<file path="src/rtl/cfgw_pkg.sv">
package cfgw_pkg;

   localparam int unsigned BYTE_W = 8;

   typedef enum logic [1:0] {
      PH_IDLE = 2'd0,
      PH_ASK  = 2'd1,
      PH_GAP  = 2'd2,
      PH_FIN  = 2'd3
   } fetch_phase_e;

endpackage

</file>
<file path="src/rtl/cfgw_sequencer.sv">
module cfgw_sequencer
   import cfgw_pkg::*;
#(
   parameter int unsigned NUM_WORDS      = 8,
   parameter int unsigned BYTES_PER_WORD = 4,
   parameter int unsigned STRIDE         = 8,
   parameter int unsigned ADDR_W         = 16,
   parameter int unsigned TIMEOUT_CYC    = 256
) (
   input  logic                                          clk,
   input  logic                                          rst_n,
   input  logic                                          rsp_valid_i,
   output logic                                          req_o,
   output logic [ADDR_W-1:0]                             addr_o,
   output logic                                          cap_o,
   output logic                                          tmo_o,
   output logic                                          fin_o,
   output logic [$clog2(NUM_WORDS*BYTES_PER_WORD)-1:0]   idx_o
);

   localparam int unsigned N_READS = NUM_WORDS * BYTES_PER_WORD;
   localparam int unsigned IDX_W   = $clog2(N_READS);
   localparam int unsigned SUB_W   = $clog2(BYTES_PER_WORD);
   localparam int unsigned WSEL_W  = IDX_W - SUB_W;
   localparam int unsigned STEP_SH = $clog2(STRIDE);
   localparam int unsigned TMR_W   = $clog2(TIMEOUT_CYC + 1);

   initial begin : p_param_check
      assert (TIMEOUT_CYC >= 1)
         else $fatal(1, "TIMEOUT_CYC must be at least 1");
      assert (STRIDE >= 1 && (1 << STEP_SH) == STRIDE)
         else $fatal(1, "STRIDE must be a power of two");
      assert (ADDR_W >= IDX_W + STEP_SH)
         else $fatal(1, "ADDR_W too narrow for the last read address");
   end

   fetch_phase_e        phase;
   logic [IDX_W-1:0]    idx;
   logic [TMR_W-1:0]    tmr;
   logic [WSEL_W-1:0]   wsel;
   logic [IDX_W-1:0]    next_word_idx;
   logic                last_read;
   logic                last_word;
   logic                tmr_expired;

   always_comb begin
      wsel          = idx[IDX_W-1:SUB_W];
      next_word_idx = {WSEL_W'(wsel + 1'b1), {SUB_W{1'b0}}};
      last_read     = (idx == IDX_W'(N_READS - 1));
      last_word     = (wsel == WSEL_W'(NUM_WORDS - 1));
      tmr_expired   = (tmr == TMR_W'(TIMEOUT_CYC - 1));
      req_o         = (phase == PH_ASK);
      cap_o         = req_o && rsp_valid_i;
      tmo_o         = req_o && !rsp_valid_i && tmr_expired;
      fin_o         = (phase == PH_FIN);
      addr_o        = req_o ? (ADDR_W'(idx) << STEP_SH) : '0;
      idx_o         = idx;
   end

   always_ff @(posedge clk or negedge rst_n) begin
      if (!rst_n) begin
         phase <= PH_IDLE;
         idx   <= '0;
         tmr   <= '0;
      end else begin
         case (phase)
            PH_IDLE: begin
               phase <= PH_ASK;
               tmr   <= '0;
            end
            PH_ASK: begin
               if (cap_o) begin
                  if (last_read) begin
                     phase <= PH_FIN;
                  end else begin
                     idx   <= idx + 1'b1;
                     phase <= PH_GAP;
                  end
               end else if (tmo_o) begin
                  if (last_word) begin
                     phase <= PH_FIN;
                  end else begin
                     idx   <= next_word_idx;
                     phase <= PH_GAP;
                  end
               end else begin
                  tmr <= tmr + 1'b1;
               end
            end
            PH_GAP: begin
               phase <= PH_ASK;
               tmr   <= '0;
            end
            PH_FIN: begin
               phase <= PH_FIN;
            end
            default: begin
               phase <= PH_IDLE;
            end
         endcase
      end
   end

endmodule

</file>
<file path="src/rtl/cfgw_lane_pick.sv">
module cfgw_lane_pick
   import cfgw_pkg::*;
#(
   parameter int unsigned BUS_W       = 64,
   parameter bit          LANE_AT_TOP = 1'b1
) (
   input  logic [BUS_W-1:0]  data_i,
   output logic [BYTE_W-1:0] byte_o
);

   initial begin : p_param_check
      assert (BUS_W >= BYTE_W && (BUS_W % BYTE_W) == 0)
         else $fatal(1, "BUS_W must be a whole number of bytes");
   end

   generate
      if (BUS_W == BYTE_W) begin : g_narrow
         assign byte_o = data_i;
      end else if (LANE_AT_TOP) begin : g_top_lane
         logic unused_low_lanes;
         assign byte_o           = data_i[BUS_W-1 -: BYTE_W];
         assign unused_low_lanes = ^data_i[BUS_W-BYTE_W-1:0];
      end else begin : g_bottom_lane
         logic unused_high_lanes;
         assign byte_o            = data_i[BYTE_W-1:0];
         assign unused_high_lanes = ^data_i[BUS_W-1:BYTE_W];
      end
   endgenerate

endmodule

</file>
<file path="src/rtl/cfgw_word_bank.sv">
module cfgw_word_bank
   import cfgw_pkg::*;
#(
   parameter int unsigned                          NUM_WORDS      = 8,
   parameter int unsigned                          BYTES_PER_WORD = 4,
   parameter logic [8*BYTES_PER_WORD-1:0]          DEFAULT_WORD   = '0
) (
   input  logic                                          clk,
   input  logic                                          rst_n,
   input  logic                                          cap_i,
   input  logic                                          tmo_i,
   input  logic [$clog2(NUM_WORDS*BYTES_PER_WORD)-1:0]   idx_i,
   input  logic [BYTE_W-1:0]                             byte_i,
   output logic [NUM_WORDS*8*BYTES_PER_WORD-1:0]         words_o
);

   localparam int unsigned WORD_W = BYTE_W * BYTES_PER_WORD;
   localparam int unsigned IDX_W  = $clog2(NUM_WORDS * BYTES_PER_WORD);
   localparam int unsigned SUB_W  = $clog2(BYTES_PER_WORD);
   localparam int unsigned WSEL_W = IDX_W - SUB_W;

   initial begin : p_param_check
      assert (BYTES_PER_WORD >= 2 && (1 << SUB_W) == BYTES_PER_WORD)
         else $fatal(1, "BYTES_PER_WORD must be a power of two, at least 2");
      assert (NUM_WORDS >= 2 && (1 << WSEL_W) == NUM_WORDS)
         else $fatal(1, "NUM_WORDS must be a power of two, at least 2");
   end

   logic [WSEL_W-1:0] wsel;
   logic [SUB_W-1:0]  sub;

   assign wsel = idx_i[IDX_W-1:SUB_W];
   assign sub  = idx_i[SUB_W-1:0];

   generate
      for (genvar w = 0; w < NUM_WORDS; w++) begin : g_word
         logic hit;
         assign hit = (wsel == WSEL_W'(w));

         for (genvar k = 0; k < BYTES_PER_WORD; k++) begin : g_slot
            localparam int unsigned POS = (BYTES_PER_WORD - 1 - k) * BYTE_W;
            logic [BYTE_W-1:0] slot;

            always_ff @(posedge clk or negedge rst_n) begin
               if (!rst_n) begin
                  slot <= '0;
               end else if (hit && tmo_i) begin
                  slot <= DEFAULT_WORD[POS +: BYTE_W];
               end else if (hit && cap_i && (sub == SUB_W'(k))) begin
                  slot <= byte_i;
               end
            end

            assign words_o[w*WORD_W + POS +: BYTE_W] = slot;
         end
      end
   endgenerate

endmodule

</file>
<file path="src/rtl/cfgword_fetch.sv">
module cfgword_fetch
   import cfgw_pkg::*;
#(
   parameter int unsigned                 ADDR_W         = 16,
   parameter int unsigned                 BUS_W          = 64,
   parameter int unsigned                 NUM_WORDS      = 8,
   parameter int unsigned                 BYTES_PER_WORD = 4,
   parameter int unsigned                 STRIDE         = 8,
   parameter int unsigned                 TIMEOUT_CYC    = 256,
   parameter bit                          LANE_AT_TOP    = 1'b1,
   parameter logic [8*BYTES_PER_WORD-1:0] DEFAULT_WORD   = '0
) (
   input  logic                                   clk,
   input  logic                                   rst_n,
   output logic                                   rd_req,
   output logic [ADDR_W-1:0]                      rd_addr,
   input  logic                                   rd_valid,
   input  logic [BUS_W-1:0]                       rd_data,
   output logic                                   busy,
   output logic                                   done,
   output logic                                   cfg_err,
   output logic [NUM_WORDS*8*BYTES_PER_WORD-1:0]  cfg_words
);

   localparam int unsigned IDX_W = $clog2(NUM_WORDS * BYTES_PER_WORD);

   logic              cap_stb;
   logic              tmo_stb;
   logic              fin;
   logic [IDX_W-1:0]  rd_idx;
   logic [BYTE_W-1:0] lane_byte;

   cfgw_sequencer #(
      .NUM_WORDS      (NUM_WORDS),
      .BYTES_PER_WORD (BYTES_PER_WORD),
      .STRIDE         (STRIDE),
      .ADDR_W         (ADDR_W),
      .TIMEOUT_CYC    (TIMEOUT_CYC)
   ) u_seq (
      .clk         (clk),
      .rst_n       (rst_n),
      .rsp_valid_i (rd_valid),
      .req_o       (rd_req),
      .addr_o      (rd_addr),
      .cap_o       (cap_stb),
      .tmo_o       (tmo_stb),
      .fin_o       (fin),
      .idx_o       (rd_idx)
   );

   cfgw_lane_pick #(
      .BUS_W       (BUS_W),
      .LANE_AT_TOP (LANE_AT_TOP)
   ) u_lane (
      .data_i (rd_data),
      .byte_o (lane_byte)
   );

   cfgw_word_bank #(
      .NUM_WORDS      (NUM_WORDS),
      .BYTES_PER_WORD (BYTES_PER_WORD),
      .DEFAULT_WORD   (DEFAULT_WORD)
   ) u_bank (
      .clk     (clk),
      .rst_n   (rst_n),
      .cap_i   (cap_stb),
      .tmo_i   (tmo_stb),
      .idx_i   (rd_idx),
      .byte_i  (lane_byte),
      .words_o (cfg_words)
   );

   always_ff @(posedge clk or negedge rst_n) begin
      if (!rst_n) begin
         cfg_err <= 1'b0;
      end else if (tmo_stb) begin
         cfg_err <= 1'b1;
      end
   end

   assign done = fin;
   assign busy = !fin;

endmodule

</file>
<file path="config.mk">
export PLATFORM = sky130hd
export DESIGN_NAME = cfgword_fetch
export DESIGN_NICKNAME = d
export VERILOG_FILES = /design/src/rtl/cfgw_pkg.sv /design/src/rtl/cfgw_sequencer.sv /design/src/rtl/cfgw_lane_pick.sv /design/src/rtl/cfgw_word_bank.sv /design/src/rtl/cfgword_fetch.sv
export SDC_FILE = /design/constraint.sdc
export NUM_CORES = 1
export LEC_CHECK = 0
export BUFFER_PORTS_ARGS = -buffer_cell sky130_fd_sc_hd__buf_2
export CAP_MARGIN = 20
export CELL_PAD_IN_SITES_DETAIL_PLACEMENT = 1
export CELL_PAD_IN_SITES_GLOBAL_PLACEMENT = 1
export CORE_MARGIN = 5
export CORE_UTILIZATION = 33
export DETAILED_ROUTE_END_ITERATION = 16
export PLACE_DENSITY_LB_ADDON = 0.2
export RECOVER_POWER = 50
export SLEW_MARGIN = 40
export SYNTH_ARGS = -nofsm -noshare
export SYNTH_HDL_FRONTEND = slang
export SYNTH_SLANG_ARGS = --single-unit
</file>
<file path="constraint.sdc">
create_clock -name clk -period 4.6 [get_ports clk]
set_input_delay 0 -clock clk [delete_from_list [all_inputs] [get_ports clk]]
set_output_delay 0 -clock clk [all_outputs]
set_load 0.01 [all_outputs]
</file>
# == Yosys cells after proc, flatten, opt, wreduce, memory -nomap -nowiden ==
# Cells that the tools add are included.
# totals
ff_bits,273
output_inout_bits,276
wordCells,229
# classes
n_addsub,3
eq_ne,20
muxes,77
reduce_logical,93
# ops
cell,count
two-way mux 8 bit,65
nonzero test 2 bit,34
logical AND 1 bit,51
two-way mux 5 bit,4
two-way mux 9 bit,2
one-hot mux 9 bit (2 select lines),1
equality test 3 bit (second input constant),4
adder 9 x 1 -> 9 bit (second input constant),1
equality test 9 x 8 -> 1 bit (second input constant),1
equality test 2 bit (second input constant),4
equality test 3 x 2 -> 1 bit (second input constant),2
inequality test 2 bit (second input constant),3
one-hot mux 2 bit (3 select lines),1
adder 5 x 1 -> 5 bit (second input constant),1
equality test 5 bit (second input constant),1
equality test 2 x 1 -> 1 bit (second input constant),2
zero test 2 bit,2
two-way mux 2 bit,2
AND reduction 4 bit,1
adder 3 x 1 -> 3 bit (second input constant),1
equality test 3 x 1 -> 1 bit (second input constant),1
zero test 3 bit,1
inequality test 3 x 1 -> 1 bit (second input constant),1
AND reduction 3 bit,1
4 further kinds,6

# == Depth between registers and ports, before layout ==
# Gate-level depths: netlist (run 1).
# logic_depth
depth_word,6
ltp_mapped,9
ltp_nobuf,8

# == Hierarchy ==
# Synthesis (run 1) repeated with hierarchy kept, for this count alone.
# hier_totals
cells_unflattened,1066
area_unflattened_um2,11930.2
# modules_own_cells
module,n_inst,cells_per_inst,area_each_um2
cfgw_word_bank,1,944,10770.3
cfgw_sequencer,1,111,1064.8
cfgw_lane_pick,1,8,60.1
cfgword_fetch,1,3,35.0

# == Worst setup path before layout (run 1) ==
# Ideal clock, no wire load.
# synth_path
kind,register to register
start,reg u_seq.tmr[0]
end,reg u_seq.tmr[3]
t_arrival_ns,1.899
t_required_ns,4.472
setup_slack_ns,2.573
path_stages_with_launch,10
cell_sequence,dfrtp_1 > ha_1 > nand4_1 > nor2_1 > ha_1 > or3_1 > and2_1 > clkbuf_1 > o21ai_0 > o31ai_1
# synth_between
elab_chain_cells,4
# synth_lines
item,line,rtl
start: declaration,cfgw_sequencer.sv:39,logic [TMR_W-1:0] tmr;
start signal: assignment,cfgw_sequencer.sv:87,tmr <= tmr + 1'b1;
adder 9 x 1 -> 9 bit or equality test 9 x 8 -> 1 bit (tied branches),"cfgw_sequencer.sv:87, cfgw_sequencer.sv:51",
two-way mux 9 bit or logical AND 1 bit (tied branches),"cfgw_sequencer.sv:79, cfgw_sequencer.sv:54",
two-way mux 9 bit or inequality test 2 bit (tied branches),--,
one-hot mux 9 bit (2 select lines) or AND reduction 3 bit (tied branches),--,
# Several ways; a longest one is shown, not always the timed one. The select of a mux whose other input is x is not followed.
# A chain may end at the register's enable or synchronous reset.

# == Worst setup path after layout (run 1) ==
# layout_path
start,reg u_seq.idx[0] (netlist: u_seq.idx_o[0])
end,reg u_bank.g_word[6].g_slot[0].slot[2]
# layout_between
elab_chain_cells,3
# layout_lines
item,line,rtl
start: declaration,cfgw_sequencer.sv:38,logic [IDX_W-1:0] idx;
start signal: assignment,cfgw_sequencer.sv:76,idx <= idx + 1'b1;
start signal: assignment,cfgw_sequencer.sv:83,idx <= next_word_idx;
zero test 2 bit,cfgw_word_bank.sv:49,end else if (hit && cap_i && (sub == SUB_W'(k))) begin
logical AND 1 bit,cfgw_word_bank.sv:49,
nonzero test 2 bit (no source line),--,
end signal: assignment,cfgw_word_bank.sv:48,slot <= DEFAULT_WORD[POS +: BYTE_W];
end signal: assignment,cfgw_word_bank.sv:50,slot <= byte_i;
end: declaration,cfgw_word_bank.sv:42,logic [BYTE_W-1:0] slot;
# No other way between the ends.

==> summary.txt, run 1 <==
Placed design
  • Place WS: 1.892 ns
  • GPL Wtd Cong: 0.7858
  • IO Port Bufs: 275
  • HPWL Detailed: 25970 um

Route
  • Via Count: 9918
  • Via-to-Cell Ratio: 5.063
  • Met3 WL: 2767 um
  • Max Used Layer: met5
  • First DRT Iteration DRCs: 489
  • Met2 WL: 19970 um
  • # DRC: 0
  • Routed WL: 42010 um
  • Wl on met1: 18520 um
  • DRT Pass-1 Iters: 5
  • DR WL/cell: 21.44 um
  • Antenna violation net count after detailed routing: 0

Global route
  • Gr usage total: 20.14%
  • First-pass GRT wire length: 65120 um
  • Vias in the first global route: 10.35k
  • Largest net degree at the start of global routing: 105
  • Initial antenna violation count: 1
  • GR Overflow Total: 0

Setup path
  • Reg2reg end: u_bank.g_word[6].g_slot[0].slot[2]$_DFFE_PN0P_
  • CP arrival: 3.09 ns
  • Critical-path cell list: inv_1 > ha_1 > buf_4 > nand4b_1 > buf_4 > nor2_1 > nand2_1 > a21oi_1
  • R2R Setup Slk: 1.93 ns
  • Crit. End Element: flip-flop
  • WP data required: 5.03 ns
  • Worst reg-to-reg path cell count: 8
  • CP Class: reg2reg
  • Bufs and invs on worst path: 3
  • CP Launch Type: flip-flop
  • RR Startpoint: u_seq.idx_o[0]$_DFFE_PN0P_
  • Peak fanout along the critical path: 27
  • CP top delay family: simple AND/OR/NAND/NOR gates
  • CP max stage delay: 0.47 ns
  • Crit path max-delay cell type: nor2_1
  • CP dominant cell by count: buf_4

Floorplanning
  • Core outline area: 36350 um^2
  • Die X-Extent: 201.3 um
  • Die H: 201.3 um
  • Site Rows: 70
  • I/O pin cnt: 343
  • DIE AREA: 40530 um^2
  • Initial core utilization: 33.23%

Power
  • Leakage: 6.223 nW
  • PwrDens: 582.6 nW/um^2
  • VDD IR max: 245.2 uV

Yosys
  • Part of the Yosys area used for sequential elements: 56.56%
  • Number of flops mapped to enable cells by yosys: 0
  • Post-Synthesis Cell Area: 12080 um^2
  • Synth Warn #: 0
  • Asr flop ratio synth: 100.0%
  • Unique cell type count in the Yosys netlist: 41
  • Ys flop type: dfrtp_1
  • Mean Syn Cell Area: 9.788 um^2
  • Post-Syn Instances: 1234
  • Yosys reg bits: 273

Layout
  • Most frequent cells in the layout: dfrtp_1 (273), clkbuf_1 (267), nand2_1 (205), a21oi_1 (192), o21ai_0 (135)
  • ANT cells: 0
  • Final nets: 1548
  • Filler cell count: 4301
  • Area Overhead vs Synth: 20.01%
  • Most common cell after layout, fill and taps aside: dfrtp_1
  • Core Util, Final: 39.88%
  • Share of cells above drive strength 1: 8.585%

Run status
  • Failing checks: hold timing, capacitance limit, slew limit
  • Status: finished with violations

Timing
  • Clock period minus worst slack: 2.668 ns
  • RSZ-0062 raised after global routing: no
  • Worst-margin pin slew: 2.239 ns
  • Final hold vios: 1
  • Max Clock Freq: 0.3748 GHz
  • Max-slew violation count: 82
  • Setup TNS: 0 ns
  • Headroom to the max-slew limit: -49.27%
  • Tcrit/Tclk final: 58.00%
  • Final Worst Setup Slack: 1.932 ns
  • Final hold slack: -0.006412 ns
  • Clock Skews: 0.02304 ns
  • Final setup vio count: 0

CTS
  • CTS buffer count: 34
  • Clock buffer depth: 3
  • Worst-Skew Late Latency: 0.52 ns
  • Postcts setup bufs: 0
  • CTS clk-pin slew, worst paths: 0.06 ns
  • Htree depth: 2
  • Number of clock sinks: 273
  • Root Buffer: clkbuf_16
  • CTS tree: yes

Worst hold path
  • Hold Path Origin: rd_data[62]
  • WHS Endpoint: u_bank.g_word[3].g_slot[2].slot[6]$_DFFE_PN0P_
  • Hold Path Class: in2reg
  • Worst Hold Depth: 3

Flow run
  • Total of max-cap violations: 1
flip-flops by register name, indices dropped and copies added (netlist names):
name / flops
u_bank.g_word.g_slot.slot: 256
cfg_err: 1
u_seq.tmr: 9
u_seq.idx_o: 5
u_seq.phase: 2
final cells by class:
class                      instances  area [um^2]  area share (%)
multi-input combinational        850         4667           32.20
clock inverter                     5        60.06          0.4143
tap                              468        585.6           4.040
sequential                       273         6832           47.13
clock buffer                      54         1037           7.156
inverter                           9        33.78          0.2331
timing repair buffer             300         1280           8.830
how the worst max path moves through the flow:
stage	start	endpoint	depth (start not counted)	slack, ns
after global routing	u_seq.idx_o[0]$_DFFE_PN0P_	u_bank.g_word[6].g_slot[0].slot[5]$_DFFE_PN0P_	8	1.68
final	u_seq.idx_o[0]$_DFFE_PN0P_	u_bank.g_word[6].g_slot[0].slot[2]$_DFFE_PN0P_	8	1.93
after global placement	u_seq.tmr[0]$_DFFE_PN0P_	u_bank.g_word[3].g_slot[1].slot[0]$_DFFE_PN0P_	7	1.93
after floorplan	u_seq.tmr[0]$_DFFE_PN0P_	u_seq.tmr[3]$_DFFE_PN0P_	9	2.57
after CTS	u_seq.idx_o[0]$_DFFE_PN0P_	u_bank.g_word[6].g_slot[0].slot[2]$_DFFE_PN0P_	8	1.86
after detailed placement	u_seq.idx_o[0]$_DFFE_PN0P_	u_bank.g_word[0].g_slot[0].slot[7]$_DFFE_PN0P_	8	1.89
power by group:
group          switching [mW]  leakage, nW  total, mW  internal [mW]
combinational            1.58         1.99       2.32          0.741
sequential              0.427         3.70       3.49           3.06
clock                    1.03        0.535       2.64           1.60
total                    3.04         6.22       8.45           5.40
synth_stat cells (all sizes together), types with 2 or more instances:
library cell | instances | area share [%]
mux2i | 64 | 5.3
and4b | 2 | 0.17
nor3 | 4 | 0.17
xnor2 | 6 | 0.44
nand2b | 5 | 0.26
o21ai | 135 | 5.6
nor2 | 98 | 4.3
nor2b | 4 | 0.21
nand4 | 2 | 0.10
dfrtp | 273 | 57
buf | 60 | 3.3
nand2 | 215 | 6.9
clkbuf | 52 | 1.6
nand3 | 68 | 2.8
ha | 13 | 1.3
and2 | 10 | 0.52
and3 | 2 | 0.10
nand4b | 8 | 1.2
a21oi | 192 | 8.0
inv | 9 | 0.28
per-stage QoR:
step	cells	instance area, um^2	total power, mW
3_5_place_dp	1898	13710	6.036
6_report	1959	14500	8.446
3_3_place_gp	1898	13680	5.958
5_1_grt	1959	14500	8.954
2_1_floorplan	1244	12120	4.783
4_1_cts	1959	14820	8.715
metal layers:
metal | up-vias | global-route usage [%]
li1 | 4613 | -
met5 | - | 0
met4 | 2 | 3.906
met1 | 5033 | 26.78
met3 | 49 | 5.882
met2 | 221 | 33.19
repair_timing:
action	CTS	global route
endpoints found under the setup margin	0	0
hold buffers	2	0
resized for setup	0	0
hold endpoints to repair	81	0
worst register-to-register path: cells and delay by family (launching register included):
kind | cells | cell delay [ns]
and+or+nand+nor | 3 | 1.03
buffers and inverters | 3 | 0.82
DFF | 1 | 0.42
AOI/OAI and AO/OA | 1 | 0.17
adders and majority gates | 1 | 0.15
logic make-up (layout without fill, tap and decap cells):
kind of cell    count (synthesis)  after routing  share of synthesized area (%)
mux                            65             65                          5.397
other cells                     1             11                        0.03105
simple gates                  422            422                          17.08
buf+inv                       121            368                          5.159
compound gates                333            333                          13.99
xor+xnor                        6              6                         0.4351
fa+ha+maj                      13             13                          1.347
flops                         273            273                          56.56
No activity file was read; power rests on OpenSTA's default activity.
==> run 2, diff against run 1 <==
Clock period 4.6 ns to 2.7 ns, I/O delays scaled along.
==> summary.txt, run 2 (synthesis results as in run 1) <==
Run status
  • Status: completed

CTS
  • Clock buffer depth: 3 (unchanged)
  • Htree depth: 1 (-1)
  • Worst-Skew Late Latency: 0.56 ns (+0.04 ns)
  • CTS clk-pin slew, worst paths: 0.06 ns (about the same)
  • Number of clock sinks: 273 (unchanged)
  • Postcts setup bufs: 0 (unchanged)
  • Cts hold-fix bufs: 9 (+7)
  • CTS tree: yes
  • Root Buffer: clkbuf_16
  • CTS buffer count: 31 (-8.8%)
  • Post-cts sizing count: 0 (unchanged)

Layout
  • Final nets: 1577 (+1.9%)
  • Largest Register: u_bank.g_word.g_slot.slot
  • Most common cell after layout, fill and taps aside: dfrtp_1
  • Finished Cell Area: 14650 um^2 (+1.0%)
  • ANT cells: 0 (unchanged)
  • Share of cells above drive strength 1: 9.241% (+0.66 points)
  • Max FFs per register: 256 (unchanged)
  • Most frequent cells in the layout: dfrtp_1 (273), clkbuf_1 (267), nand2_1 (205), a21oi_1 (192), o21ai_0 (135)
  • Area Overhead vs Synth: 21.27%

Setup path
  • CP arrival: 2.87 ns (-0.22 ns)
  • WP data required: 3.33 ns (-1.70 ns)
  • Crit. End Element: async pin
  • CP max stage delay: 0.94 ns (+0.47 ns)
  • CP Launch Type: input port
  • CP Class: in2async
  • Peak fanout along the critical path: 47 (+74%)
  • Critical-path cell list: dlygate4sd3_1 > dlygate4sd3_1 > clkbuf_2 > clkbuf_4
  • Crit path max-delay cell type: clkbuf_2
  • CP top delay family: buffers and inverters
  • R2R Setup Slk: 0.45 ns (-1.49 ns)
  • Bufs and invs on worst path: 4 (+1)
  • CP dominant cell by count: dlygate4sd3_1

Timing
  • Worst-margin pin slew: 1.303 ns (-0.9364 ns)
  • Tcrit/Tclk final: 83.46%
  • Headroom to the max-slew limit: 13.16% (+62 points)
  • Final hold slack: 0.03372 ns (+0.04014 ns)
  • Clock Skews: 0.01431 ns (-0.008729 ns)
  • Final hold vios: 0 (-1)
  • RSZ-0062 raised after global routing: no
  • Final setup vio count: 0 (unchanged)
  • Final Worst Setup Slack: 0.4466 ns (-1.486 ns)
  • Max Clock Freq: 0.4438 GHz
  • Clock period minus worst slack: 2.253 ns
  • Max-slew violation count: 0 (-100%)
  • Setup TNS: 0 ns (unchanged)

Placed design
  • HPWL Detailed: 27450 um (+5.7%)
  • IO Port Bufs: 275 (unchanged)
  • Dpl cell area: 13910 um^2 (+1.5%)
  • Place WS: 0.4855 ns (-1.406 ns)
  • GPL Wtd Cong: 0.7632 (-2.9%)

Power
  • Internal power: 8.920 mW (+65%)
  • Sequential share of power: 42.5% (+1.2 points)
  • PwrDens: 957.8 nW/um^2 (+64%)
  • Leakage: 6.319 nW (+1.5%)
  • Net Switching: 5.109 mW (+68%)
  • Clk pwr share: 29.0% (-2.2 points)
  • Sw frac: 36.42% (+0.40 points)
  • VDD IR max: 575.2 uV (+130%)
  • Combinational share of power: 28.5% (+1.0 points)

Global route
  • Most Crowded Layer GR: met2
  • First-pass GRT wire length: 65750 um (+0.98%)
  • Gr usage total: 20.32% (+0.17 points)
  • Met1 usage in global routing: 26.24% (-0.54 points)
  • GR met3 Demand/Resource: 5.866% (-0.016 points)
  • GR Overflow Total: 0 (unchanged)
  • GR Layer Usage met2: 34.19% (+1.0 points)
  • Initial antenna violation count: 1 (unchanged)
  • Largest net degree at the start of global routing: 90 (-14%)
  • Vias in the first global route: 10.58k (+2.2%)

Route
  • # DRC: 0 (unchanged)
  • Via-to-Cell Ratio: 5.094 (+0.61%)
  • DR WL/cell: 21.50 um (+0.27%)
  • First DRT Iteration DRCs: 426 (-13%)
  • Antenna violation net count after detailed routing: 0 (unchanged)
  • Via Count: 10.10k (+1.8%)
  • DRT Pass-1 Iters: 4 (-1)
  • Routed WL: 42640 um (+1.5%)

Floorplanning
  • Die H: 201.3 um (unchanged)
  • Core outline area: 36350 um^2 (unchanged)
  • I/O pin cnt: 343 (unchanged)
  • Site Rows: 70 (unchanged)
  • Die X-Extent: 201.3 um (unchanged)
  • DIE AREA: 40530 um^2 (unchanged)
  • Initial core utilization: 33.23% (unchanged)

Flow run
  • Total of max-cap violations: 0 (-1)

Worst hold path
  • Hold Path Class: in2reg
## run 2: cell types whose count changed in the layout (fill, tap and decap cells not counted), sizes merged
cell	delta
buf	+23
clkbuf	-8
dlygate4sd3	+8
bufinv	+1
clkinv	+1
clkinvlp	-1
## run 2: final cells by class
class	count	area, um^2
fill	4277	21700
inverter	9	33.78
clock buffer	45	868.3
sequential	273	6832
clock inverter	6	83.83
multi-input combinational	850	4661
tap	468	585.6
timing repair buffer	332	1583
## run 2: worst paths after layout
| kind | from | endpoint | depth (start not counted) |
|---|---|---|---|
| hold / removal | rd_valid | u_seq.idx_o[3]$_DFFE_PN0P_ | 3 |
| setup / recovery | rst_n | u_bank.g_word[1].g_slot[3].slot[0]$_DFFE_PN0P_ | 4 |
| max in group clk | u_seq.phase[1]$_DFFE_PN0P_ | u_bank.g_word[0].g_slot[2].slot[2]$_DFFE_PN0P_ | 4 |
| setup reg to reg | u_seq.phase[1]$_DFFE_PN0P_ | u_bank.g_word[0].g_slot[2].slot[2]$_DFFE_PN0P_ | 4 |
| hold reg to reg | cfg_err$_DFFE_PN0P_ | cfg_err$_DFFE_PN0P_ | 1 |
| min in group asynchronous | rst_n | u_bank.g_word[7].g_slot[3].slot[1]$_DFFE_PN0P_ | 3 |
## run 2: power groups by stage
stage / combinational, mW / sequential [mW] / clock [mW]
after floorplan: 1.80 / 6.35 / 0
after global placement: 4.25 / 5.97 / 0
final: 4.00 / 5.96 / 4.07
after CTS: 4.36 / 5.95 / 4.17
after detailed placement: 4.34 / 6.00 / 0
after global routing: 4.46 / 6.10 / 4.33
## run 2: tightest hold or removal path, delay by kind of cell
family                 cells  cell delay [ns]
buffers and inverters      1             0.23
AOI/OAI and AO/OA          2             0.34
## run 2: through the flow
stage	instances	total power, mW	utilization [%]
floorplan	1244	8.149	-
global placement	1921	10.21	38.22
detailed placement	1921	10.35	38.27
CTS	1981	14.48	41.14
global route	1983	14.89	40.30
finish	1983	14.03	40.30
## run 2: routing by layer
layer / vias up / part of all wire, %
li1: 4670 / -
met1: 5133 / 42
met2: 241 / 49
met3: 55 / 6.9
met4: 2 / 2.0
met5: - / 0.016
==> run 3, diff against run 2 <==
Settings changed: ABC_AREA set to 1.
Clock period 2.7 ns to 2.1 ns, I/O delays scaled along.
==> summary.txt, run 3 <==
Run status
  • Status: finished with violations
  • Failing checks: capacitance limit, slew limit

Layout
  • Max FFs per register: 256 (unchanged)
  • Most common cell after layout, fill and taps aside: nand3_1
  • ANT cells: 0 (unchanged)
  • Core Util, Final: 44.04% (+3.7 points)
  • Area Overhead vs Synth: 31.49%
  • Non-Filler Instances: 2149 (+8.4%)
  • Most frequent cells in the layout: nand3_1 (513), nand2_1 (318), dfrtp_1 (273), buf_2 (240), inv_1 (50)
  • Final nets: 1748 (+11%)
  • Share of cells above drive strength 1: 25.77% (+17 points)
  • Largest Register: u_bank.g_word.g_slot.slot

Yosys
  • Compound-cell area share of the yosys netlist: 0.5553% (-13 points)
  • Part of the Yosys area used for sequential elements: 57.21% (+0.65 points)
  • Mean Syn Cell Area: 8.826 um^2 (-9.8%)
  • Simple-Gate Fraction of Synth Area: 35.52% (+18 points)
  • Post-Syn Instances: 1353 (+9.6%)
  • Synth Area in Adders: 1.362% (+0.015 points)
  • Ys flop type: dfrtp_1
  • Yosys reg bits: 273 (unchanged)
  • Synth Warn #: 0 (unchanged)
  • Share of the synthesized area in the top cell type: 57.21% (+0.65 points)
  • Unique cell type count in the Yosys netlist: 28 (-32%)
  • Most frequent cell after synthesis: nand3_1
  • Number of flops mapped to enable cells by yosys: 0 (unchanged)
  • Post-Synthesis Cell Area: 11940 um^2 (-1.1%)
  • Asr flop ratio synth: 100.0% (unchanged)
  • Largest family of logic cells by synthesized area: simple AND/OR/NAND/NOR gates
  • Commonest cells in the netlist: nand3_1 (522), nand2_1 (321), dfrtp_1 (273), inv_1 (52), clkbuf_1 (46)
  • Top cells by area, synth: dfrtp_1 (57%), nand3_1 (22%), nand2_1 (10%)
  • Post-synthesis xor/xnor area fraction: 0.1467% (-0.29 points)
  • Post-synthesis mux area share: 0% (-5.4 points)
  • Synth area leader: dfrtp_1

Global route
  • First-pass GRT wire length: 69040 um (+5.0%)
  • Largest net degree at the start of global routing: 73 (-19%)
  • GR Overflow Total: 0 (unchanged)
  • Initial antenna violation count: 0 (-1)
  • Vias in the first global route: 11.40k (+7.8%)
  • Gr usage total: 21.28% (+0.96 points)

Route
  • Antenna violation net count after detailed routing: 0 (unchanged)
  • Via Count: 11.21k (+11%)
  • Via-to-Cell Ratio: 5.218 (+2.4%)
  • # DRC: 0 (unchanged)
  • DR WL/cell: 21.24 um (-1.2%)
  • Routed WL: 45650 um (+7.1%)
  • First DRT Iteration DRCs: 652 (+53%)
  • DRT Pass-1 Iters: 5 (+1)

Setup path
  • Reg2reg end: u_bank.g_word[5].g_slot[2].slot[1]$_DFFE_PN0P_
  • CP Class: reg2reg
  • Worst reg-to-reg path cell count: 13 (+9)
  • CP arrival: 2.40 ns (-0.47 ns)
  • R2R Setup Slk: 0.09 ns (-0.36 ns)
  • WP data required: 2.48 ns (-0.85 ns)
  • RR Startpoint: u_seq.tmr[0]$_DFFE_PN0P_
  • CP Launch Type: flip-flop
  • Crit. End Element: flip-flop
  • Peak fanout along the critical path: 16 (-66%)

Timing
  • Max Clock Freq: 0.4967 GHz
  • Tcrit/Tclk final: 95.86%
  • Clock Skews: 0.01884 ns (+0.004528 ns)
  • Final hold vios: 0 (unchanged)
  • Final setup vio count: 0 (unchanged)
  • Final Worst Setup Slack: 0.08690 ns (-0.3597 ns)
  • Worst-margin pin slew: 1.515 ns (+0.2121 ns)
  • RSZ-0062 raised after global routing: yes
  • Clock period minus worst slack: 2.013 ns
  • Max-slew violation count: 55 (+55)
  • Setup TNS: 0 ns (unchanged)
  • Headroom to the max-slew limit: -0.9815% (-14 points)

CTS
  • CTS buffer count: 34 (+9.7%)
  • Number of clock sinks: 273 (unchanged)
  • CTS clk-pin slew, worst paths: 0.06 ns (about the same)
  • Root Buffer: clkbuf_16
  • Htree depth: 2 (+1)
  • CTS tree: yes
  • Worst-Skew Late Latency: 0.51 ns (-0.05 ns)
  • Clock buffer depth: 3 (unchanged)

Worst hold path
  • WHS Endpoint: u_bank.g_word[3].g_slot[2].slot[1]$_DFFE_PN0P_
  • Hold Path Class: in2reg
  • Worst Hold Depth: 3 (unchanged)
  • Hold Path Origin: rd_data[57]

Floorplanning
  • Initial core utilization: 33.49% (+0.26 points)
  • DIE AREA: 40090 um^2 (-1.1%)
  • Die X-Extent: 200.2 um (-0.54%)
  • Site Rows: 69 (-1.4%)
  • Die H: 200.2 um (-0.54%)
  • I/O pin cnt: 343 (unchanged)
  • Core outline area: 35660 um^2 (-1.9%)

Power
  • Clk pwr share: 36.2% (+7.2 points)
  • Internal power: 11.35 mW (+27%)
  • Sequential share of power: 41.1% (-1.4 points)
  • Leakage: 9.181 nW (+45%)
  • PwrDens: 1059 nW/um^2 (+11%)
  • Combinational share of power: 22.7% (-5.8 points)
  • Sw frac: 31.71% (-4.7 points)
  • VDD IR max: 471.1 uV (-18%)
  • Pwr Total: 16.62 mW (+18%)
  • Net Switching: 5.272 mW (+3.2%)

Placed design
  • HPWL Detailed: 29310 um (+6.8%)
  • GPL Wtd Cong: 0.7821 (+2.5%)
  • Place WS: -0.05611 ns (-0.5416 ns)
  • IO Port Bufs: 275 (unchanged)
  • Placed cell count: 2076 (+8.1%)

Flow run
  • Total of max-cap violations: 1 (+1)
## run 3: changes by cell type in the layout (fill, tap and decap cells not counted), sizes merged, moves of 64 or more
| cell | previous run | this run |
|---|---|---|
| nor2 | 98 | 19 |
| buf | 63 | 311 |
| nand3 | 68 | 523 |
| a21oi | 192 | 1 |
| clkbuf | 304 | 93 |
| mux2i | 64 | 0 |
| nand2 | 215 | 349 |
| o21ai | 135 | 8 |
## run 3: power groups by stage
stage	registers, mW	logic [mW]	clock network (mW)
after floorplan	7.16	1.51	0
after global placement	6.89	3.75	0
after detailed placement	6.90	3.84	0
after CTS	6.83	3.87	6.15
after global routing	6.94	4.15	6.39
final	6.84	3.77	6.01
## run 3: metal layers
layer | share of wire [%] | up-vias | track usage [%]
met5 | 0 | - | 0
met4 | 1.8 | 0 | 4.475
met3 | 5.4 | 50 | 4.609
met2 | 48 | 289 | 35.36
met1 | 45 | 5725 | 28.90
li1 | - | 5150 | -
## run 3: how the worst max path moves through the flow
| stage | from | end | slack (ns) | depth (start not counted) |
|---|---|---|---|---|
| 3_3_place_gp | u_seq.tmr[0]$_DFFE_PN0P_ | u_bank.g_word[1].g_slot[2].slot[5]$_DFFE_PN0P_ | 0.07 | 13 |
| 5_1_grt | u_seq.tmr[0]$_DFFE_PN0P_ | u_bank.g_word[5].g_slot[1].slot[3]$_DFFE_PN0P_ | -0.07 | 13 |
| 3_5_place_dp | u_seq.tmr[1]$_DFFE_PN0P_ | u_bank.g_word[1].g_slot[1].slot[1]$_DFFE_PN0P_ | -0.06 | 13 |
| 2_1_floorplan | u_seq.tmr[0]$_DFFE_PN0P_ | u_bank.g_word[3].g_slot[2].slot[1]$_DFFE_PN0P_ | 0.1 | 12 |
| 4_1_cts | u_seq.tmr[1]$_DFFE_PN0P_ | u_bank.g_word[1].g_slot[1].slot[1]$_DFFE_PN0P_ | 0.005 | 13 |
| 6_report | u_seq.tmr[0]$_DFFE_PN0P_ | u_bank.g_word[5].g_slot[2].slot[1]$_DFFE_PN0P_ | 0.09 | 13 |
## run 3: timing repair
action	CTS	global route
endpoints found under the hold margin	300	0
gates resized for setup	1	29
hold buffers	5	0
gates cloned	0	11
pin swaps	1	3
setup endpoints to repair	125	268
buffers inserted	0	1
## run 3: critical path, cell delays in order, from the launching register on
cell,delay (ns)
dfrtp_1,0.35
ha_2,0.19
nand2_2,0.08
nor2_4,0.15
nand2_2,0.07
nor2_2,0.08
ha_2,0.18
inv_2,0.05
nor2_4,0.12
buf_12,0.14
nand2_4,0.12
clkbuf_16,0.21
nand3_1,0.08
nand2_1,0.07
## run 3: metrics by stage
step,hold WS (ns),area [um^2]
after floorplan,-0.2956,11980
after global placement,-0.02628,14240
after detailed placement,-0.01929,14240
after CTS,0.04435,15430
after global routing,0.05462,15700
final,0.04262,15700
## run 3: kinds of logic (layout without fill, tap and decap cells)
| family | after synthesis | count (layout) |
|---|---|---|
| AOI/OAI and AO/OA | 12 | 12 |
| xor gates and xnor gates | 2 | 2 |
| adders and majority gates | 13 | 13 |
| buffers and inverters | 144 | 469 |
| DFF | 273 | 273 |
| other | 1 | 11 |
| and+or+nand+nor | 908 | 908 |
## run 3: cell type report
cell class | instances | area, um^2
inverter | 54 | 206.4
clock inverter | 6 | 105.1
multi-input combinational | 946 | 4622
timing repair buffer | 359 | 2325
fill | 4236 | 19950
clock buffer | 50 | 1035
tap | 461 | 576.8
sequential | 273 | 6832
